--- config.mk ---
export PLATFORM = sky130hd
export DESIGN_NAME = irq_vectorer
export DESIGN_NICKNAME = d
export VERILOG_FILES = /design/src/rtl/irq_vectorer_pkg.sv /design/src/rtl/irq_sync.sv /design/src/rtl/irq_pending.sv /design/src/rtl/irq_lane_sel.sv /design/src/rtl/irq_vectorer.sv
export SDC_FILE = /design/constraint.sdc
export NUM_CORES = 1
export LEC_CHECK = 0
export BUFFER_PORTS_ARGS = -buffer_cell sky130_fd_sc_hd__buf_2
export CAP_MARGIN = 20
export CORE_ASPECT_RATIO = 1.4
export CORE_MARGIN = 2
export CORE_UTILIZATION = 45
export CTS_CLUSTER_DIAMETER = 100
export DETAILED_ROUTE_END_ITERATION = 8
export PLACE_DENSITY_LB_ADDON = 0.3
export SYNTH_ARGS = -nofsm -noshare
export SYNTH_HDL_FRONTEND = slang
export SYNTH_HIERARCHICAL = 1
export SYNTH_SLANG_ARGS = --single-unit
export TNS_END_PERCENT = 10
--- constraint.sdc ---
create_clock -name clk -period 2.29 [get_ports clk]
set_clock_uncertainty 0.2 [all_clocks]
set_input_delay 0.458 -clock clk [delete_from_list [all_inputs] [get_ports clk]]
set_output_delay 0.458 -clock clk [all_outputs]
set_load 0.05 [all_outputs]
--- src/rtl/irq_vectorer_pkg.sv ---
package irq_vectorer_pkg;
    localparam int LEVELS   = 7;
    localparam int LVL_W    = 3;
    localparam int LANES    = 4;
    localparam int DATA_W   = LANES * 8;

    typedef enum logic [1:0] {
        ST_IDLE  = 2'd0,
        ST_CHECK = 2'd1,
        ST_ACK   = 2'd2,
        ST_SKIP  = 2'd3
    } vec_state_t;
endpackage

--- src/rtl/irq_sync.sv ---
module irq_sync #(
    parameter int W      = 4,
    parameter int STAGES = 2,
    parameter logic [W-1:0] RST_VAL = '1
) (
    input  logic         clk,
    input  logic         rst_n,
    input  logic [W-1:0] d_i,
    output logic [W-1:0] q_o
);
    logic [W-1:0] stage_q [STAGES];

    generate
        for (genvar s = 0; s < STAGES; s++) begin : g_stage
            always_ff @(posedge clk or negedge rst_n) begin
                if (!rst_n) begin
                    stage_q[s] <= RST_VAL;
                end else if (s == 0) begin
                    stage_q[s] <= d_i;
                end else begin
                    stage_q[s] <= stage_q[(s == 0) ? 0 : s-1];
                end
            end
        end
    endgenerate

    assign q_o = stage_q[STAGES-1];
endmodule

--- src/rtl/irq_pending.sv ---
module irq_pending #(
    parameter int PEND_W = 2
) (
    input  logic              clk,
    input  logic              rst_n,
    input  logic              clr_i,
    input  logic              inc_i,
    input  logic              dec_i,
    output logic [PEND_W-1:0] cnt_o,
    output logic              active_o
);
    localparam logic [PEND_W-1:0] CNT_MAX = '1;

    logic [PEND_W-1:0] cnt_q;

    always_ff @(posedge clk or negedge rst_n) begin
        if (!rst_n) begin
            cnt_q <= '0;
        end else if (clr_i) begin
            cnt_q <= '0;
        end else if (inc_i && !dec_i) begin
            if (cnt_q != CNT_MAX) cnt_q <= cnt_q + 1'b1;
        end else if (dec_i && !inc_i) begin
            if (cnt_q != '0) cnt_q <= cnt_q - 1'b1;
        end
    end

    assign cnt_o    = cnt_q;
    assign active_o = (cnt_q != '0);

    a_r10_saturate: assert property (@(posedge clk) disable iff (!rst_n)
        (cnt_q == CNT_MAX && inc_i && !dec_i && !clr_i) |=> (cnt_q == CNT_MAX));

    a_r3_clear: assert property (@(posedge clk) disable iff (!rst_n)
        clr_i |=> (cnt_q == '0));
endmodule

--- src/rtl/irq_lane_sel.sv ---
module irq_lane_sel
    import irq_vectorer_pkg::*;
(
    input  logic              lword_n_i,
    input  logic [1:0]        ds_n_i,
    input  logic [DATA_W-1:0] status_i,
    output logic              valid_o,
    output logic [LANES-1:0]  lanes_o,
    output logic [DATA_W-1:0] data_o
);
    always_comb begin
        valid_o = 1'b0;
        lanes_o = '0;
        if (!lword_n_i) begin
            if (ds_n_i == 2'b00) begin
                valid_o = 1'b1;
                lanes_o = 4'b1111;
            end
        end else begin
            unique case (ds_n_i)
                2'b00: begin
                    valid_o = 1'b1;
                    lanes_o = 4'b0011;
                end
                2'b01, 2'b10: begin
                    valid_o = 1'b1;
                    lanes_o = 4'b0001;
                end
                default: begin
                    valid_o = 1'b0;
                    lanes_o = '0;
                end
            endcase
        end
    end

    generate
        for (genvar b = 0; b < LANES; b++) begin : g_lane
            assign data_o[b*8 +: 8] = lanes_o[b] ? status_i[b*8 +: 8] : 8'h00;
        end
    endgenerate
endmodule

--- src/rtl/irq_vectorer.sv ---
module irq_vectorer
    import irq_vectorer_pkg::*;
#(
    parameter int PEND_W      = 2,
    parameter int SYNC_STAGES = 2
) (
    input  logic              clk,
    input  logic              rst_n,
    input  logic              evt_i,
    input  logic [LVL_W-1:0]  cfg_level_i,
    input  logic [DATA_W-1:0] cfg_status_i,
    input  logic              iack_n_i,
    input  logic [1:0]        ds_n_i,
    input  logic              lword_n_i,
    input  logic [LVL_W-1:0]  addr_lo_i,
    output logic [LEVELS-1:0] irq_n_o,
    output logic              dtack_n_o,
    output logic [DATA_W-1:0] data_o,
    output logic [LANES-1:0]  data_oe_o
);
    localparam int SYNC_W = 4;

    vec_state_t state_q, state_d;

    logic [SYNC_W-1:0] sync_raw, sync_q;
    logic              iack_s, lword_s;
    logic [1:0]        ds_s;
    logic              enabled;
    logic              req_active;
    logic [PEND_W-1:0] pend_cnt;
    logic              sel_valid;
    logic [LANES-1:0]  sel_lanes;
    logic [DATA_W-1:0] sel_data;
    logic [LANES-1:0]  lanes_q;
    logic [DATA_W-1:0] data_q;
    logic              cyc_start, strobes_up, code_hit, finish;

    assign sync_raw = {iack_n_i, lword_n_i, ds_n_i};

    irq_sync #(.W(SYNC_W), .STAGES(SYNC_STAGES), .RST_VAL('1)) u_sync (
        .clk   (clk),
        .rst_n (rst_n),
        .d_i   (sync_raw),
        .q_o   (sync_q)
    );

    assign iack_s  = sync_q[3];
    assign lword_s = sync_q[2];
    assign ds_s    = sync_q[1:0];

    assign enabled    = (cfg_level_i != '0);
    assign cyc_start  = !iack_s && (ds_s != 2'b11);
    assign strobes_up = (ds_s == 2'b11);
    assign code_hit   = enabled && req_active && (addr_lo_i == cfg_level_i) && sel_valid;
    assign finish     = (state_q == ST_ACK) && strobes_up;

    irq_pending #(.PEND_W(PEND_W)) u_pend (
        .clk      (clk),
        .rst_n    (rst_n),
        .clr_i    (!enabled),
        .inc_i    (evt_i && enabled),
        .dec_i    (finish),
        .cnt_o    (pend_cnt),
        .active_o (req_active)
    );

    irq_lane_sel u_lanes (
        .lword_n_i (lword_s),
        .ds_n_i    (ds_s),
        .status_i  (cfg_status_i),
        .valid_o   (sel_valid),
        .lanes_o   (sel_lanes),
        .data_o    (sel_data)
    );

    // Next state: start, accept, reject, finish, drain
    always_comb begin
        state_d = state_q;
        unique case (state_q)
            ST_IDLE:  if (cyc_start) state_d = ST_CHECK;
            ST_CHECK: state_d = code_hit ? ST_ACK : ST_SKIP;
            ST_ACK:   if (strobes_up) state_d = ST_IDLE;
            ST_SKIP:  if (strobes_up) state_d = ST_IDLE;
            default:  state_d = ST_IDLE;
        endcase
    end

    always_ff @(posedge clk or negedge rst_n) begin
        if (!rst_n) begin
            state_q <= ST_IDLE;
            lanes_q <= '0;
            data_q  <= '0;
        end else begin
            state_q <= state_d;
            if (state_q == ST_CHECK && code_hit) begin
                lanes_q <= sel_lanes;
                data_q  <= sel_data;
            end
        end
    end

    // Outputs
    always_comb begin
        dtack_n_o = 1'b1;
        data_oe_o = '0;
        data_o    = '0;
        if (state_q == ST_ACK) begin
            dtack_n_o = 1'b0;
            data_oe_o = lanes_q;
            data_o    = data_q;
        end
    end

    generate
        for (genvar l = 0; l < LEVELS; l++) begin : g_irq
            assign irq_n_o[l] = !(req_active && (cfg_level_i == LVL_W'(l + 1)));
        end
    endgenerate

    a_r2_single_line: assert property (@(posedge clk) disable iff (!rst_n)
        $onehot0(~irq_n_o));

    a_r5_ack_needs_request: assert property (@(posedge clk) disable iff (!rst_n)
        $fell(dtack_n_o) |-> $past(req_active));

    a_r7_hold_while_strobed: assert property (@(posedge clk) disable iff (!rst_n)
        (!dtack_n_o && ds_s != 2'b11) |=> !dtack_n_o);

    a_r4_legal_lanes: assert property (@(posedge clk) disable iff (!rst_n)
        !dtack_n_o |-> (data_oe_o == 4'b0001 || data_oe_o == 4'b0011 || data_oe_o == 4'b1111));

    a_r9_no_start_without_iack: assert property (@(posedge clk) disable iff (!rst_n)
        (state_q == ST_IDLE && iack_s) |=> (state_q == ST_IDLE));
endmodule

==> impl_metrics.tcl, run 1 <==
set metrics [dict create \
    hold_path.class "input port to asynchronous set/reset pin" \
    cts_buffer_depth 2 \
    grt_pass1_vias 1801 \
    viasPerCell 4.820 \
    slew_violations 0 \
    setup_violations 0 \
    dpl_cell_area_um2 3018 \
    nets 360 \
    synth.most_common_cell "and2_1" \
    power_density_nw_per_um2 826.9 \
    routedWlPerCell_um 12.50 \
    power.switching_mw 0.9785 \
    ys_types 32 \
    dieArea_um2 6241 \
    cp_data_arrival_time_ns 1.51 \
    cts_buffers 5 \
    fmax_mhz 461.4 \
    path_cells "nor2b_2, buf_6, and2_1, buf_2" \
    r2r_start "u_pend/cnt_o[0]" \
    synthTopCellsByCount "and2_1, dfrtp_1, mux2_2" \
    totalWireLength_um 4800 \
    placed_cells 376 \
    antenna_found_initial 0 \
    clk_pin_slew_ns 0.08 \
    r2r-end "data_q[25]" \
    pwr-share-seq_pct 43.0 \
    end_kind "primary output" \
    grt_max_degree 49 \
    relSlewSlack_pct 60.33 \
    syn_inst 229 \
    grt_pass1_wl_um 7990 \
    hold_viol_final 0 \
    crit_fanout 23 \
    worst-r2r-setup-slack_ns 0.16 \
    critPathSlowestCell "dfrtp_2" \
    synth_top_area_cell "dfrtp_1" \
    diodes 0 \
    fin_tns_setup_ns 0 \
    grt_overflow 0 \
    ys_async_sr_fraction_pct 100.0 \
    p_clk_share_pct 19.6 \
    ys.warnings.count 6 \
    status "finished clean" \
    synthesis.nets 274 \
    dr_total_vias 1851 \
    ys.flop_type "dfrtp_1" \
    cts_sinks 48 \
    cts_hold_buf 0 \
    critPathTopFamily "buffers and inverters" \
    place_ws_ns 0.08835 \
    num_rows 32 \
    start_util_pct 46.08 \
    maxCapViolCount 0 \
    io_pins 89 \
    cts_tree "done" \
    rsz0062_at_grt "no" \
    drc 0 \
    path_buf_inv 2 \
    p_leak_nw 1.642 \
    track_usage_pct 16.45 \
    setup_ws_ns 0.1225 \
    syn-cell-area_um2 2527 \
    p_sw_share_pct 37.65 \
    fin_crit_sh_pct 94.65 \
    ant_nets 0 \
    tightest_slew_ns 0.5951 \
    layoutNonFillerInstCount 384 \
    synth-seq-cells 48 \
    clk_latency_ns 0.29 \
    slowest_delay_ns 0.42 \
    final_cell_area_um2 3143 \
    hpwl_um 3464 \
    synth-edff-count 0 \
    fin_crit_ns 2.168 \
    n_fill_cell 495 \
    total_power_mw 2.599 \
    critPathKind "flop to primary output" \
    gp_congestion 0.7300 \
    drive_above_1_share_pct 47.78 \
    required_ns 1.63 \
    cts_root_buffer "clkbuf_8" \
    ctsHtreeMaxLevel 2 \
    intPower_mw 1.621 \
    combinationalPowerShare_pct 37.3 \
    cts_setup_buffers 0 \
    dieWidth_um 67.34 \
    syn_to_final_growth_pct 24.36 \
    io_buffers 88 \
    core_um2 5485 \
    synth_area_leaders "dfrtp_1, mux2_2, and2_1" \
    yosysSeqAreaShare_pct 47.92 \
    r2r_cells 5 \
    peakVddDrop_mv 0.4357 \
    synth_top_area_share_pct 39.60 \
    first_iter_violations 63 \
    fp.dieH_um 92.68 \
    drtPass1Iterations 4 \
    critPathLaunchType "flop" \
    synth_area_per_cell_um2 11.04 \
]
-- kinds of logic (layout without fill, tap and decap cells) --
| group | count (synthesis) | in the layout | synth area share, % |
|---|---|---|---|
| DFF | 48 | 48 | 47.92 |
| muxes | 37 | 37 | 16.49 |
| AOI/OAI and AO/OA | 17 | 17 | 4.554 |
| and+or+nand+nor | 97 | 97 | 24.21 |
| xor gates and xnor gates | 2 | 2 | 0.6932 |
| buffers and inverters | 28 | 115 | 6.138 |
-- layout by cell type, fill, tap and decap left out, types with 2 or more instances in the layout --
master / n
a21oi_1: 2
and2_1: 60
buf_2: 76
buf_4: 12
clkbuf_1: 2
clkbuf_4: 6
clkbuf_8: 6
dfrtp_1: 39
dfstp_2: 8
inv_1: 11
mux2_1: 2
mux2_2: 35
nand2_1: 4
nand2b_1: 11
nand3_1: 5
nor2_1: 2
nor2b_1: 5
o21a_1: 2
o22ai_1: 8
xnor2_1: 2
-- worst max-delay path by stage --
stage	from	endpoint	cells past startpoint
detailed placement	cfg_level_i[1]	data_q[17]	6
global route	u_pend/cnt_o[0]	irq_n_o[2]	4
finish	state_q[1]	data_o[4]	4
floorplan	u_sync/q_o[2]	data_q[1]	8
global placement	cfg_level_i[1]	data_q[21]	6
CTS	state_q[1]	data_o[7]	4
-- power groups by stage --
stage                     clock network, mW  registers, mW  logic, mW
after floorplan                           0           1.10      0.737
after global placement                    0           1.13      0.958
after detailed placement                  0           1.14      0.969
after CTS                             0.532           1.12      0.978
after global routing                  0.569           1.14       1.06
final                                 0.510           1.12      0.971
-- layer usage --
layer,vias to the layer above,GRT usage (%),part of all wire [%]
met1,874,19.92,41
met4,0,5.102,1.1
met2,52,28.14,52
li1,921,-,-
met3,4,4.131,5.8
met5,-,0,0
-- flip-flops by register name, summed over array words and instances, names as in the netlist --
| name | count |
|---|---|
| data_q | 32 |
| u_sync/stage_q | 4 |
| lanes_q | 4 |
| state_q | 2 |
| u_pend/cnt_o | 2 |
| u_sync/q_o | 4 |
-- area by class of cell --
class / instances / area (um2) / area share [%]
clock buffers: 8 / 90.09 / 2.866
inverters: 11 / 41.29 / 1.314
multi-input cells: 153 / 1167 / 37.14
flip-flops and latches: 48 / 1212 / 38.57
well taps: 68 / 85.08 / 2.707
repair buffers: 96 / 546.8 / 17.40
-- metrics by stage --
step,hold slack [ns],utilization [%]
2_1_floorplan,-0.03759,-
3_3_place_gp,0.1461,55.02
3_5_place_dp,0.1468,55.02
4_1_cts,0.05199,56.93
5_1_grt,0.04181,57.30
6_report,0.04467,57.30
-- what timing repair did --
| item | in CTS | in global routing |
|---|---|---|
| resized for setup | 6 | 8 |
| setup endpoints to repair | 6 | 36 |
| gates cloned | 0 | 0 |
(Power assumes the default switching activity.)
==> inputs of run 2 (changes only) <==
--- a/config.mk
+++ b/config.mk
@@ -13,6 +13,7 @@
 export CTS_CLUSTER_DIAMETER = 100
 export DETAILED_ROUTE_END_ITERATION = 8
 export PLACE_DENSITY_LB_ADDON = 0.3
+export REMOVE_ABC_BUFFERS = 1
 export SYNTH_ARGS = -nofsm -noshare
 export SYNTH_HDL_FRONTEND = slang
 export SYNTH_HIERARCHICAL = 1
==> run 2 against run 1 <==
Net effect: maximum frequency is 2.1% lower; non-clock buffer count grew 4; first-iteration DRC count up 30%; critical path type is now flop to flop; count of clock-buffer cells in the layout fell by 3.
==> impl_metrics.tcl, run 2 (same netlist as run 1, synthesis figures left out) <==
set metrics [dict create \
    fmax_mhz 451.6 \
    maxCapViolCount 0 \
    drc 0 \
    hpwl_um 3743 \
    diodes 0 \
    nets 364 \
    tightest_slew_ns 0.5405 \
    grt_max_degree 38 \
    setup_ws_ns 0.07581 \
    fin_crit_ns 2.214 \
    p_leak_nw 1.653 \
    cts_root_buffer "clkbuf_8" \
    cts_buffer_depth 2 \
    rsz0062_at_grt "yes" \
    grt_pass1_wl_um 8280 \
    grt_overflow 0 \
    clk_latency_ns 0.30 \
    ant_nets 0 \
    cp_data_arrival_time_ns 2.20 \
    cts_setup_buffers 0 \
    crit_fanout 37 \
    fin_util_pct 58.05 \
    dpl_cell_area_um2 3037 \
    routedWlPerCell_um 12.91 \
    num_rows 32 \
    drive_above_1_share_pct 48.44 \
    core_um2 5485 \
    peakVddDrop_mv 0.4345 \
    layout_common_cells "buf_2, and2_1, dfrtp_1, mux2_2, clkbuf_4" \
    track_usage_pct 17.35 \
    place_ws_ns 0.07175 \
    n_fill_cell 492 \
    clk_pin_slew_ns 0.09 \
    final_cell_area_um2 3184 \
    wl_met3_um 278 \
    slew_violations 0 \
    hold_path.class "input port to flop" \
    totalWireLength_um 5010 \
    path_cells "nand2b_1, a21oi_1, nand2_1, nor4_4, buf_12, mux2_2" \
    fp.dieH_um 92.68 \
    dieWidth_um 67.34 \
    hold_viol_final 0 \
    io_pins 89 \
    cts_tree "done" \
    dieArea_um2 6241 \
    path_buf_inv 1 \
    slowest_delay_ns 0.57 \
    status "finished clean" \
    final_common_cell "buf_2" \
    io_buffers 88 \
    cts_buffers 5 \
    placed_cells 379 \
    critPathTopFamily "flip-flops" \
    fin_crit_sh_pct 96.69 \
    ctsHtreeMaxLevel 2 \
    setup_violations 0 \
    power_density_nw_per_um2 815.0 \
    drtPass1Iterations 4 \
    end_kind "flop" \
    critPathSlowestCell "dfstp_2" \
    routed.top_layer "met4" \
    cts_sinks 48 \
    top_register "data_q" \
    critPathLaunchType "flop" \
    first_iter_violations 82 \
    grt_pass1_vias 1868 \
    syn_to_final_growth_pct 25.99 \
    relSlewSlack_pct 63.85 \
    start_util_pct 46.08 \
    seqCellArea_um2 1212 \
    required_ns 2.28 \
    viasPerCell 4.897 \
    drt-met1-wl_um 1971 \
    critPathKind "flop to flop" \
    multi_input_area_um2 1164 \
    gp_congestion 0.7248 \
    layoutNonFillerInstCount 388 \
    antenna_found_initial 0 \
    dr_total_vias 1900 \
    largest_register_ffs 32 \
    dr_wl_met2_um 2675 \
]
## run 2: metrics by stage
step / hold slack (ns) / power (mW) / setup TNS [ns]
global placement: 0.1463 / 2.085 / 0
finish: 0.04967 / 2.595 / 0
floorplan: -0.03759 / 1.795 / -33.46
CTS: 0.04151 / 2.604 / 0
global route: 0.03908 / 2.761 / -0.2454
detailed placement: 0.1491 / 2.111 / 0
## run 2: what timing repair did
| item | 4_1_cts | 5_1_grt |
|---|---|---|
| endpoints found under the hold margin | 20 | 0 |
| gates resized for setup | 0 | 20 |
| hold buffers | 1 | 0 |
| setup endpoints to repair | 0 | 66 |
## run 2: power breakdown
group | switching [mW] | internal, mW
sequential | 0.0982 | 1.02
combinational | 0.628 | 0.365
clock | 0.273 | 0.213
## run 2: path summary, 6_finish.rpt
| path | from | end | slack [ns] | cells past startpoint |
|---|---|---|---|---|
| setup reg to reg | u_sync/q_o[2] | data_q[28] | 0.08 | 6 |
| hold / removal | lword_n_i | u_sync/stage_q[6] | 0.05 | 1 |
| hold reg to reg | u_sync/stage_q[7] | u_sync/q_o[3] | 0.16 | 0 |
| max in group asynchronous | rst_n | u_sync/q_o[2] | 0.79 | 3 |
| setup / recovery | u_sync/q_o[2] | data_q[28] | 0.08 | 6 |
| min in group asynchronous | rst_n | data_q[22] | 0.45 | 2 |
## run 2: worst register-to-register path, stage by stage (launching register included)
cell and delay [ns]:
dfstp_2 0.57, nand2b_1 0.08, a21oi_1 0.22, nand2_1 0.12, nor4_4 0.28, buf_12 0.26
mux2_2 0.38
## run 2: final cells by class
type	instances	area share [%]
Timing Repair Buffer	100	18.66
Multi-Input combinational cell	153	36.54
Tap cell	68	2.672
Sequential cell	48	38.07
Clock buffer	5	2.161
Clock inverter	3	0.5894
Inverter	11	1.297
## run 2: metal layers
metal  global-route usage, %  vias to the layer above
li1                        -                      929
met1                   20.06                      912
met2                   30.86                       53
met3                   3.402                        6
met4                   6.293                        0
met5                       0                        -
